===== src/rtl/hca_pkg.sv =====
package hca_pkg;

    typedef enum logic [1:0] {
        CMD_HOLD = 2'd0,
        CMD_STEP = 2'd1,
        CMD_LOAD = 2'd2
    } hca_cmd_e;

    // Loading wins over stepping.
    function automatic hca_cmd_e hca_decode(input logic load, input logic step);
        if (load)      return CMD_LOAD;
        else if (step) return CMD_STEP;
        else           return CMD_HOLD;
    endfunction

endpackage


===== src/rtl/hca_ctrl.sv =====
module hca_ctrl
    import hca_pkg::*;
(
    input  logic     load_i,
    input  logic     step_i,
    output hca_cmd_e cmd_o
);
    always_comb begin
        cmd_o = hca_decode(load_i, step_i);
    end
endmodule


===== src/rtl/hca_cell.sv =====
module hca_cell #(
    parameter bit USE_LEFT  = 1'b0,
    parameter bit USE_SELF  = 1'b0,
    parameter bit USE_RIGHT = 1'b0,
    parameter bit INVERT    = 1'b0
) (
    input  logic left_i,
    input  logic self_i,
    input  logic right_i,
    output logic next_o
);
    logic sum;

    always_comb begin
        sum = 1'b0;
        if (USE_LEFT)  sum = sum ^ left_i;
        if (USE_SELF)  sum = sum ^ self_i;
        if (USE_RIGHT) sum = sum ^ right_i;
        next_o = INVERT ? ~sum : sum;
    end
endmodule


===== src/rtl/hca_gen.sv =====
module hca_gen
    import hca_pkg::*;
#(
    parameter int unsigned    N          = 7,
    parameter logic [N-1:0]   LEFT_DEP   = 7'b0110111,
    parameter logic [N-1:0]   SELF_DEP   = 7'b0011011,
    parameter logic [N-1:0]   RIGHT_DEP  = 7'b1101110,
    parameter logic [N-1:0]   INV_VEC    = 7'b0000000,
    parameter logic [N-1:0]   RESET_SEED = 7'b0010001
) (
    input  logic         clk,
    input  logic         rst_n,
    input  logic         load_i,
    input  logic [N-1:0] seed_i,
    input  logic         step_i,
    output logic [N-1:0] pattern_o
);
    localparam int unsigned LAST = N - 1;

    typedef struct packed {
        logic [N-1:0] state;
    } regs_t;

    regs_t        r_d, r_q;
    logic [N-1:0] ca_next;
    hca_cmd_e     cmd;

    hca_ctrl u_ctrl (
        .load_i (load_i),
        .step_i (step_i),
        .cmd_o  (cmd)
    );

    for (genvar i = 0; i < N; i++) begin : g_cell
        logic lft;
        logic rgt;

        if (i == LAST) begin : g_left_edge
            assign lft = 1'b0;
        end else begin : g_left_in
            assign lft = r_q.state[i+1];
        end

        if (i == 0) begin : g_right_edge
            assign rgt = 1'b0;
        end else begin : g_right_in
            assign rgt = r_q.state[i-1];
        end

        hca_cell #(
            .USE_LEFT  (LEFT_DEP[i]),
            .USE_SELF  (SELF_DEP[i]),
            .USE_RIGHT (RIGHT_DEP[i]),
            .INVERT    (INV_VEC[i])
        ) u_cell (
            .left_i  (lft),
            .self_i  (r_q.state[i]),
            .right_i (rgt),
            .next_o  (ca_next[i])
        );
    end

    always_comb begin
        r_d = r_q;
        unique case (cmd)
            CMD_LOAD: r_d.state = seed_i;
            CMD_STEP: r_d.state = ca_next;
            default:  r_d.state = r_q.state;
        endcase
    end

    always_ff @(posedge clk or negedge rst_n) begin
        if (!rst_n) r_q.state <= RESET_SEED;
        else        r_q       <= r_d;
    end

    assign pattern_o = r_q.state;


    reset_seed_chk: assert property (@(posedge clk) disable iff (!rst_n)
        !$past(rst_n) |-> pattern_o == RESET_SEED);


    seed_load_chk: assert property (@(posedge clk) disable iff (!rst_n)
        load_i |=> pattern_o == $past(seed_i));


    idle_hold_chk: assert property (@(posedge clk) disable iff (!rst_n)
        (!load_i && !step_i) |=> $stable(pattern_o));


    zero_step_chk: assert property (@(posedge clk) disable iff (!rst_n)
        (!load_i && step_i && pattern_o == '0) |=> pattern_o == INV_VEC);

endmodule


===== config.mk =====
export PLATFORM = sky130hd
export DESIGN_NAME = hca_gen
export DESIGN_NICKNAME = d
export VERILOG_FILES = /design/src/rtl/hca_pkg.sv /design/src/rtl/hca_ctrl.sv /design/src/rtl/hca_cell.sv /design/src/rtl/hca_gen.sv
export SDC_FILE = /design/constraint.sdc
export NUM_CORES = 1
export LEC_CHECK = 0
export CAP_MARGIN = 25
export CELL_PAD_IN_SITES_DETAIL_PLACEMENT = 1
export CELL_PAD_IN_SITES_GLOBAL_PLACEMENT = 1
export CORE_MARGIN = 2
export CORE_UTILIZATION = 32
export CTS_CLUSTER_DIAMETER = 60
export DETAILED_ROUTE_END_ITERATION = 8
export GPL_ROUTABILITY_DRIVEN = 0
export MAX_ROUTING_LAYER = met4
export PLACE_DENSITY = 0.9
export SETUP_SLACK_MARGIN = 0.15
export SLEW_MARGIN = 20
export SYNTH_ARGS = -nofsm -noshare
export SYNTH_HDL_FRONTEND = slang
export SYNTH_HIERARCHICAL = 1
export SYNTH_SLANG_ARGS = --single-unit
export TNS_END_PERCENT = 100

===== constraint.sdc =====
create_clock -name clk -period 1.7 [get_ports clk]
set_input_delay 0.255 -clock clk [delete_from_list [all_inputs] [get_ports clk]]
set_output_delay 0.255 -clock clk [all_outputs]
set_load 0.02 [all_outputs]

==> flow_metrics.tcl <==
set metrics [dict create \
    status "completed" \
    setup_violations 0 \
    startpoint_type "register" \
    clk_latency_ps 250 \
    p_int_uw 410.1 \
    tns_ps 0 \
    antennaDiodeCount 0 \
    hold_class "primary input to async pin" \
    die_y_um 41.10 \
    drive_gt1_share_pct 11.86 \
    cp_max_fo 4 \
    pwr-share-seq_pct 40.0 \
    grt_pass1_vias 316 \
    vias 341 \
    syn_inst 41 \
    path_cells "dlygate4sd2_1" \
    post-route-period-util_pct 82.72 \
    hpwlAfterDp_um 676.7 \
    final.setup_skew_ps 1.303 \
    crit_family "flip-flops" \
    setup_slack_ps 293.8 \
    combPwrFrac_pct 35.4 \
    arrival_ps 1150 \
    p_leak_nw 0.2936 \
    crit_path_top_delay_cell "dfstp_2" \
    fp.dieW_um 41.10 \
    ant_nets 0 \
    cp-end-kind "output pin" \
    clk_pin_slew_ps 50 \
    avgSynthCellArea_um2 10.74 \
    ys_warn_count 6 \
    crit_type "register to output pin" \
    wl_um 906 \
    grt_overflow 0 \
    antenna_found_initial 0 \
    drc 0 \
    cts-root-buf "clkbuf_4" \
    clock-sinks 7 \
    power_density_mw_per_mm2 982.4 \
    finalHoldViolCount 0 \
    cts_hold_buf 0 \
    first_iter_violations 3 \
    ir_drop_mv 0.4440 \
    die_area_mm2 0.001689 \
    core_area_mm2 0.001301 \
    preCtsSetupSlack_ps 64.21 \
    p_switching_uw 203.2 \
    grt_max_degree 15 \
    syn2layout_area_growth_pct 41.76 \
    slew_violations 0 \
    rsz0062_at_grt "false" \
    cpPeakStageDelay_ps 570 \
    cts_buffers 3 \
    grt_pass1_wl_um 1331 \
    swShare_pct 33.14 \
    clkPwrFrac_pct 24.6 \
    htree_levels 1 \
    rows 13 \
    post-route-min-period_ps 1406 \
    portBuffers 17 \
    wl_per_cell_um 12.24 \
    synthesis.nets 53 \
    largest_reg_flops 7 \
    io_pins 18 \
    start_util_pct 33.85 \
    critical_path_buf_inv_count 1 \
    cts_buffer_depth 2 \
    grt_use_total_pct 12.59 \
    maxCapViolations 0 \
    first_pass_iters 2 \
    max-slew-margin-rel_pct 73.41 \
    required_ps 1440 \
    syn_area_um2 440.4 \
    via_per_inst 4.608 \
    finish.net_count 72 \
    cts_setup_buffers 0 \
    max_clock_freq_ghz 0.7112 \
    tritoncts "built" \
    worst_slew_pin_slew_ps 398.8 \
]
==> cell type report <==
type	count	area, um2
Fill cell	156	676.9
Tap cell	15	18.77
Multi-Input combinational cell	29	225.2
Sequential cell	7	177.7
Clock buffer	4	26.28
Inverter	1	3.754
Timing Repair Buffer	18	172.7
==> stage by stage <==
step           cells  hold WS, ps  utilization (%)  cell area (um2)  power (mW)
6_report          74        260.7            47.98            624.3      0.6133
3_3_place_gp      70        497.3            46.35            603.1      0.4818
3_5_place_dp      70        506.5            46.35            603.1      0.4878
5_1_grt           74        277.7            47.98            624.3      0.6559
4_1_cts           74        263.4            47.79            621.8      0.6270
2_1_floorplan     41       -40.59                -            440.4      0.3903
==> power groups by stage <==
stage | combinational, mW | clock (mW) | sequential, mW
after CTS | 0.221 | 0.160 | 0.247
after detailed placement | 0.239 | 0 | 0.249
after global routing | 0.234 | 0.171 | 0.251
after global placement | 0.233 | 0 | 0.249
final | 0.217 | 0.151 | 0.246
after floorplan | 0.110 | 0 | 0.281
==> worst paths after layout <==
kind / startpoint / end / slack [ps] / cells past startpoint
min: rst_n / pattern_o[1] / 260 / 1
min in group clk: pattern_o[4] / pattern_o[4] / 510 / 2
max in group asynchronous: rst_n / pattern_o[0] / 1150 / 1
max: pattern_o[4] / pattern_o[4] / 290 / 1
min reg2reg: pattern_o[4] / pattern_o[4] / 510 / 2
max reg2reg: pattern_o[1] / pattern_o[1] / 490 / 3
==> layer usage <==
| layer | track usage, % | wire (um) | vias to the layer above |
|---|---|---|---|
| li1 | - | - | 170 |
| met1 | 17.22 | 426 | 157 |
| met2 | 17.58 | 410 | 14 |
| met3 | 3.261 | 69 | 0 |
| met4 | 4.839 | 0 | 0 |
| met5 | - | 0 | - |
==> cell usage in the layout, fill, tap and decap left out, types with 2 or more instances in the layout <==
cell,count
clkbuf_4,3
clkdlybuf4s50_1,10
dfrtp_1,5
dfstp_2,2
dlygate4sd2_1,6
mux2i_1,7
nand2_1,7
o21ai_1,7
xor2_1,5
==> what timing repair did <==
action | in CTS | in global routing
endpoints found under the hold margin | 0 | 0
gates resized for setup | 6 | 1
gates cloned | 0 | 0
setup endpoints to repair | 6 | 1
Note: power is estimated with default switching activity, not from simulation.
